**config.mk**
```make
export PLATFORM = sky130hd
export DESIGN_NAME = nic_host_regs
export DESIGN_NICKNAME = d
export VERILOG_FILES = /design/src/rtl/nic_regs_pkg.sv /design/src/rtl/nic_rdma_engine.sv /design/src/rtl/nic_reg_readmux.sv /design/src/rtl/nic_host_regs.sv
export SDC_FILE = /design/constraint.sdc
export NUM_CORES = 1
export LEC_CHECK = 0
export BUFFER_PORTS_ARGS = -buffer_cell sky130_fd_sc_hd__buf_2
export CORE_AREA = 10 10 169 171
export CTS_CLUSTER_DIAMETER = 30
export DETAILED_ROUTE_END_ITERATION = 6
export DIE_AREA = 0 0 179 181
export SYNTH_ARGS = -nofsm -noshare
export SYNTH_HDL_FRONTEND = slang
export SYNTH_SLANG_ARGS = --single-unit
```
**constraint.sdc**
```tcl
create_clock -name clk -period 2.38 [get_ports clk]
set_input_delay 0.238 -clock clk [delete_from_list [all_inputs] [get_ports clk]]
set_output_delay 0.238 -clock clk [all_outputs]
set_load 0.01 [all_outputs]
```
**src/rtl/nic_regs_pkg.sv**
```systemverilog
package nic_regs_pkg;
    localparam int OFF_W  = 5;
    localparam int BYTE_W = 8;
    localparam int RA_W   = 16;
    localparam int STA_N  = 6;
    localparam int MC_N   = 8;

    localparam logic [OFF_W-1:0] OFF_CMD    = 5'h00;
    localparam logic [OFF_W-1:0] OFF_PSTART = 5'h01;
    localparam logic [OFF_W-1:0] OFF_ISR    = 5'h07;
    localparam logic [OFF_W-1:0] OFF_RA_LO  = 5'h08;
    localparam logic [OFF_W-1:0] OFF_RA_HI  = 5'h09;
    localparam logic [OFF_W-1:0] OFF_RC_LO  = 5'h0A;
    localparam logic [OFF_W-1:0] OFF_RC_HI  = 5'h0B;
    localparam logic [OFF_W-1:0] OFF_RXCFG  = 5'h0C;
    localparam logic [OFF_W-1:0] OFF_TXCFG  = 5'h0D;
    localparam logic [OFF_W-1:0] OFF_DCFG   = 5'h0E;
    localparam logic [OFF_W-1:0] OFF_IMASK  = 5'h0F;
    localparam logic [OFF_W-1:0] OFF_DATA   = 5'h10;
    localparam logic [OFF_W-1:0] OFF_SRST   = 5'h1F;

    localparam logic [BYTE_W-1:0] CMD_INIT  = 8'h21;
    localparam logic [2:0]        XF_READ   = 3'b001;
    localparam logic [2:0]        XF_WRITE  = 3'b010;
    localparam logic [2:0]        XF_DONE   = 3'b100;
    localparam int                DONE_BIT  = 6;

    typedef struct packed {
        logic [BYTE_W-1:0] cmd;
        logic [BYTE_W-1:0] pstart;
        logic [BYTE_W-1:0] rxcfg;
        logic [BYTE_W-1:0] txcfg;
        logic [BYTE_W-1:0] dcfg;
        logic [BYTE_W-1:0] imask;
        logic [BYTE_W-1:0] isr;
    } ctrl_regs_t;

    typedef logic [STA_N-1:0][BYTE_W-1:0] sta_arr_t;
    typedef logic [MC_N-1:0][BYTE_W-1:0]  mc_arr_t;
endpackage

```
**src/rtl/nic_rdma_engine.sv**
```systemverilog
module nic_rdma_engine
    import nic_regs_pkg::*;
#(
    parameter int AW = RA_W
) (
    input  logic              clk,
    input  logic              rst_n,
    input  logic              soft_rst,
    input  logic              ld_addr_lo,
    input  logic              ld_addr_hi,
    input  logic              ld_cnt_lo,
    input  logic              ld_cnt_hi,
    input  logic [BYTE_W-1:0] wbyte,
    input  logic              start_rd,
    input  logic              start_wr,
    input  logic              step,
    output logic [AW-1:0]     addr,
    output logic [AW-1:0]     cnt,
    output logic              busy,
    output logic              dir_wr,
    output logic              done
);
    localparam int HALF = AW / 2;

    typedef struct packed {
        logic [AW-1:0] addr;
        logic [AW-1:0] cnt;
        logic          busy;
        logic          dir_wr;
    } eng_t;

    eng_t st_d, st_q;
    logic start;

    always_comb begin
        st_d  = st_q;
        start = start_rd | start_wr;
        done  = 1'b0;
        if (ld_addr_lo) st_d.addr[HALF-1:0]  = wbyte[HALF-1:0];
        if (ld_addr_hi) st_d.addr[AW-1:HALF] = wbyte[AW-HALF-1:0];
        if (ld_cnt_lo)  st_d.cnt[HALF-1:0]   = wbyte[HALF-1:0];
        if (ld_cnt_hi)  st_d.cnt[AW-1:HALF]  = wbyte[AW-HALF-1:0];
        if (start) begin
            st_d.dir_wr = start_wr;
            st_d.busy   = (st_q.cnt != '0);
            done        = (st_q.cnt == '0);
        end else if (step && st_q.busy) begin
            st_d.addr = st_q.addr + 1'b1;
            st_d.cnt  = st_q.cnt - 1'b1;
            if (st_q.cnt == AW'(1)) begin
                st_d.busy = 1'b0;
                done      = 1'b1;
            end
        end
        if (soft_rst) begin
            st_d.busy = 1'b0;
            done      = 1'b0;
        end
    end

    always_ff @(posedge clk or negedge rst_n) begin
        if (!rst_n) st_q <= '0;
        else        st_q <= st_d;
    end

    assign addr   = st_q.addr;
    assign cnt    = st_q.cnt;
    assign busy   = st_q.busy;
    assign dir_wr = st_q.dir_wr;
endmodule

```
**src/rtl/nic_reg_readmux.sv**
```systemverilog
module nic_reg_readmux
    import nic_regs_pkg::*;
(
    input  logic [OFF_W-1:0]  off,
    input  ctrl_regs_t        regs,
    input  sta_arr_t          sta,
    input  mc_arr_t           mc,
    input  logic [BYTE_W-1:0] rx_stat,
    input  logic [RA_W-1:0]   raddr,
    input  logic [RA_W-1:0]   rcnt,
    output logic [BYTE_W-1:0] data
);
    logic [1:0] page;
    assign page = regs.cmd[7:6];

    always_comb begin
        data = '0;
        if (off == OFF_CMD) begin
            data = regs.cmd;
        end else begin
            unique case (page)
                2'd0: begin
                    case (off)
                        OFF_PSTART: data = regs.pstart;
                        OFF_ISR:    data = regs.isr;
                        OFF_RA_LO:  data = raddr[7:0];
                        OFF_RA_HI:  data = raddr[15:8];
                        OFF_RC_LO:  data = rcnt[7:0];
                        OFF_RC_HI:  data = rcnt[15:8];
                        OFF_RXCFG:  data = rx_stat;
                        default:    data = '0;
                    endcase
                end
                2'd1: begin
                    for (int i = 0; i < STA_N; i++)
                        if (off == OFF_W'(i + 1)) data = sta[i];
                    for (int j = 0; j < MC_N; j++)
                        if (off == OFF_W'(j + 8)) data = mc[j];
                end
                2'd2: begin
                    case (off)
                        OFF_PSTART: data = regs.pstart;
                        OFF_RXCFG:  data = regs.rxcfg;
                        OFF_TXCFG:  data = regs.txcfg;
                        OFF_DCFG:   data = regs.dcfg;
                        OFF_IMASK:  data = regs.imask;
                        default:    data = '0;
                    endcase
                end
                default: data = '0;
            endcase
        end
    end
endmodule

```
**src/rtl/nic_host_regs.sv**
```systemverilog
module nic_host_regs
    import nic_regs_pkg::*;
(
    input  logic              clk,
    input  logic              rst_n,
    input  logic [OFF_W-1:0]  host_addr,
    input  logic              host_wr,
    input  logic              host_rd,
    input  logic [BYTE_W-1:0] host_wdata,
    output logic [BYTE_W-1:0] host_rdata,
    output logic              irq,
    input  logic [BYTE_W-1:0] rx_stat,
    output logic [RA_W-1:0]   mem_addr,
    output logic              mem_rd,
    output logic              mem_wr,
    output logic [BYTE_W-1:0] mem_wdata,
    input  logic [BYTE_W-1:0] mem_rdata
);
    typedef struct packed {
        ctrl_regs_t        regs;
        sta_arr_t          sta;
        mc_arr_t           mc;
        logic [BYTE_W-1:0] rdata;
        logic              sel_mem;
    } top_t;

    top_t s_d, s_q;

    logic [1:0]        page;
    logic              p0_wr, p1_wr, cmd_wr, srst;
    logic              start_rd, start_wr, step;
    logic              dma_busy, dma_dir_wr, dma_done;
    logic [RA_W-1:0]   dma_addr, dma_cnt;
    logic [BYTE_W-1:0] mux_data;

    assign page     = s_q.regs.cmd[7:6];
    assign cmd_wr   = host_wr && (host_addr == OFF_CMD);
    assign srst     = host_wr && (host_addr == OFF_SRST);
    assign p0_wr    = host_wr && (page == 2'd0);
    assign p1_wr    = host_wr && (page == 2'd1);
    assign start_rd = cmd_wr && (host_wdata[5:3] == XF_READ);
    assign start_wr = cmd_wr && (host_wdata[5:3] == XF_WRITE);
    assign step     = dma_busy && (host_addr == OFF_DATA) &&
                      ((host_rd && !dma_dir_wr) || (host_wr && dma_dir_wr));

    nic_rdma_engine #(.AW(RA_W)) u_dma (
        .clk       (clk),
        .rst_n     (rst_n),
        .soft_rst  (srst),
        .ld_addr_lo(p0_wr && host_addr == OFF_RA_LO),
        .ld_addr_hi(p0_wr && host_addr == OFF_RA_HI),
        .ld_cnt_lo (p0_wr && host_addr == OFF_RC_LO),
        .ld_cnt_hi (p0_wr && host_addr == OFF_RC_HI),
        .wbyte     (host_wdata),
        .start_rd  (start_rd),
        .start_wr  (start_wr),
        .step      (step),
        .addr      (dma_addr),
        .cnt       (dma_cnt),
        .busy      (dma_busy),
        .dir_wr    (dma_dir_wr),
        .done      (dma_done)
    );

    nic_reg_readmux u_mux (
        .off    (host_addr),
        .regs   (s_q.regs),
        .sta    (s_q.sta),
        .mc     (s_q.mc),
        .rx_stat(rx_stat),
        .raddr  (dma_addr),
        .rcnt   (dma_cnt),
        .data   (mux_data)
    );

    always_comb begin
        s_d = s_q;
        if (cmd_wr) s_d.regs.cmd = host_wdata;
        if (p0_wr) begin
            case (host_addr)
                OFF_PSTART: s_d.regs.pstart = host_wdata;
                OFF_ISR:    s_d.regs.isr    = s_q.regs.isr & ~host_wdata;
                OFF_RXCFG:  s_d.regs.rxcfg  = host_wdata;
                OFF_TXCFG:  s_d.regs.txcfg  = host_wdata;
                OFF_DCFG:   s_d.regs.dcfg   = host_wdata;
                OFF_IMASK:  s_d.regs.imask  = host_wdata;
                default: ;
            endcase
        end
        if (p1_wr) begin
            for (int i = 0; i < STA_N; i++)
                if (host_addr == OFF_W'(i + 1)) s_d.sta[i] = host_wdata;
            for (int j = 0; j < MC_N; j++)
                if (host_addr == OFF_W'(j + 8)) s_d.mc[j] = host_wdata;
        end
        if (dma_done) begin
            s_d.regs.isr[DONE_BIT] = 1'b1;
            s_d.regs.cmd[5:3]      = XF_DONE;
        end
        if (srst) begin
            s_d.regs.cmd = CMD_INIT;
            s_d.regs.isr = '0;
        end
        if (host_rd) begin
            s_d.rdata   = mux_data;
            s_d.sel_mem = step;
        end else begin
            s_d.sel_mem = 1'b0;
        end
    end

    always_ff @(posedge clk or negedge rst_n) begin
        if (!rst_n) begin
            s_q          <= '0;
            s_q.regs.cmd <= CMD_INIT;
        end else begin
            s_q <= s_d;
        end
    end

    assign host_rdata = s_q.sel_mem ? mem_rdata : s_q.rdata;
    assign irq        = |(s_q.regs.isr & s_q.regs.imask);
    assign mem_addr   = dma_addr;
    assign mem_rd     = step && !dma_dir_wr;
    assign mem_wr     = step && dma_dir_wr;
    assign mem_wdata  = host_wdata;
endmodule

```
==> reports/metrics.csv <==
metric,value,unit
clkLatencyLatePin,0.54,ns
async_reset_ff_share,100,%
dieArea,32400,sq um
path_clk_slew,0.05,ns
ys_types,75,
drv_slew,0,
synthFlopType,dfrtp_1,
grt-ovfl-total,0,
final.fill_count,2212,
max_slew_margin,48.5,%
dpl_cell_area,12400,sq um
area_growth,27.7,%
yosysTopAreaCell,dfrtp_1,
timing.fmax,428,MHz
numCtsBuffers,49,
start_util,44.6,%
drc,1,
viasPerCell,6.19,
grt_pass1_wl,60800,um
first_pass_iters,7,
clk_path_buf_depth,3,
fin_area,14300,sq um
die_y,181,um
grt_usage,24.6,%
fp-row-count,58,
cts_root_buf,clkbuf_16,
fin_crit_sh,98.1,%
wl,40400,um
vias,9893,
ys_seq_area_share,47.3,%
h-tree-depth,2,
slowest_stage,or4_1,
required,2.14,ns
grt_pass1_vias,9765,
cp.arrival,2.10,ns
synth-seq-cells,211,
worstPathMaxFanout,6,
r2r-start,u_dma.dir_wr$_DFFE_PN0P_,
numPortBuffers,67,
synth.avg_cell_area,10.3,sq um
criticalPathCategory,reg2out,
finalSetupViolCount,0,
gp_congestion,1.00,
hold_class,in2reg,
fin_nets,1262,
synth_top_area_share,46.8,%
synth_edf_count,0,
synthCells,1081,
hold_viol,0,
antenna_found_initial,0,
clock-sinks,211,
ir_drop,0.612,mV
hold_start,host_wdata[5],
area.sequential,5280,sq um
drtIter0Drc,1035,
cp-startpoint,u_dma.dir_wr$_DFFE_PN0P_,
syn-num-nets,1117,
ant_nets,0,
syn-cell-area,11200,sq um
finalSetupTns,0,ns
power_density,938,nW/um^2
worst_slew_pin_slew,0.773,ns
power_leakage,6.47,nW
cpPeakStageDelay,0.55,ns
cp-start-kind,flop,
synth_area_leaders,"dfrtp_1, mux2_2, nor2_1",
layout_setup_ws,0.0453,ns
drv_cap,0,
ys_warn_count,0,
drive_gt1_share,35.4,%
wl_per_cell,25.3,um
grt_max_degree,63,
synth_commonest_cells,"dfrtp_1, mux2_2, nor2_1",
io_pins,68,
core_area,25000,sq um
cts_tree,built,
dp_slack,-0.0602,ns
hpwl,28400,um
status,"complete, but fails checks",
fin_crit,2.33,ns
synth_most_common_cell,dfrtp_1,
cp_cell_sequence,"mux2i_4, or4_1, buf_6, nor2_1, buf_2",
violations,design-rule violations,
cp-end-kind,primary output,
die_w,179,um
fin_skew,0.0133,ns
rsz0062_at_grt,no,
multiInputGateArea,5490,sq um
-- layer usage --
| metal | GRT usage [%] | up-vias | wire, um | part of all wire (%) |
|---|---|---|---|---|
| met3 | 3.88 | 110 | 2960 | 7.3 |
| li1 | - | 4332 | - | - |
| met1 | 33.0 | 4950 | 17200 | 42 |
| met5 | 0 | - | 0 | 0 |
| met4 | 10.7 | 0 | 1680 | 4.2 |
| met2 | 38.2 | 501 | 18600 | 46 |
-- critical path, delay by kind of cell (launching register included) --
family,cells,cell delay [ns]
buffers and inverters,2,0.28
DFF,1,0.43
muxes,1,0.21
and+or+nand+nor,2,0.64
-- metrics by stage --
stage	total power [mW]	hold slack (ns)	utilization [%]	instances
after global placement	6.07	0.176	49.5	1501
final	13.4	0.183	57.0	1597
after global routing	13.8	0.209	57.0	1596
after detailed placement	6.10	0.176	49.5	1501
after CTS	13.4	0.170	57.0	1596
after floorplan	5.29	-0.0576	-	1081
-- report_power, final --
part | switching, mW | internal, mW
logic | 0.896 | 0.678
registers | 0.480 | 4.04
clock network | 2.15 | 5.14
total | 3.53 | 9.86
-- flip-flops by register name (all words and copies together) (netlist names) --
name,count
page,2
s_q,175
u_dma.addr,16
u_dma.busy,1
u_dma.cnt,16
u_dma.dir_wr,1
-- what timing repair did --
item	CTS	global route
endpoints found under the setup margin	2	3
resized for setup	5	1
endpoints found under the hold margin	45	0
pin swaps	3	1
buffers inserted	4	0
hold buffers	1	0
-- cells by family after synthesis --
logic type / Yosys count / share of synthesized area, %
and+or+nand+nor: 323 / 14.8
AOI/OAI and AO/OA: 278 / 16.6
DFF: 211 / 47.3
muxes: 169 / 17.1
buffers and inverters: 96 / 3.88
adders and majority gates: 3 / 0.336
xor gates and xnor gates: 1 / 0.0784
-- cell usage in the layout, fill, tap and decap left out, types with 10 or more instances in the layout --
cell type and instances:
o21ai_0 62, nand2b_1 11, nand2_1 86, dfrtp_1 208, a21oi_1 65, inv_1 18
o22ai_1 12, clkbuf_16 51, buf_4 97, buf_2 66, nor2_1 96, nor4_1 10
bufinv_16 10, a31oi_1 13, nand3_1 19, a22o_1 12, mux2_2 157, o221ai_1 10
a22oi_1 27, and3_1 12, nor3_1 22
-- path summary, 6_finish.rpt --
path                                            end  slack, ns  cells past startpoint
setup reg to reg           u_dma.addr[13]$_DFF_PN0_       0.07                      6
max in group asynchronous       s_q[64]$_DFFE_PN0P_       1.46                      3
hold reg to reg                s_q[169]$_DFFE_PN1P_       0.46                      2
setup / recovery                             mem_rd       0.05                      5
min in group asynchronous   u_dma.addr[6]$_DFF_PN0_       0.20                      2
hold / removal                 s_q[126]$_DFFE_PN0P_       0.18                      2
-- layout make-up --
| class | count | area share [%] |
|---|---|---|
| Clock buffer | 61 | 9.55 |
| Sequential cell | 211 | 37.0 |
| Antenna cell | 1 | 0.0175 |
| Clock inverter | 30 | 3.16 |
| Tap cell | 330 | 2.89 |
| Timing Repair Buffer | 172 | 8.45 |
| Multi-Input combinational cell | 774 | 38.4 |
| Inverter | 18 | 0.473 |
No activity file was read; power rests on OpenSTA's default activity.
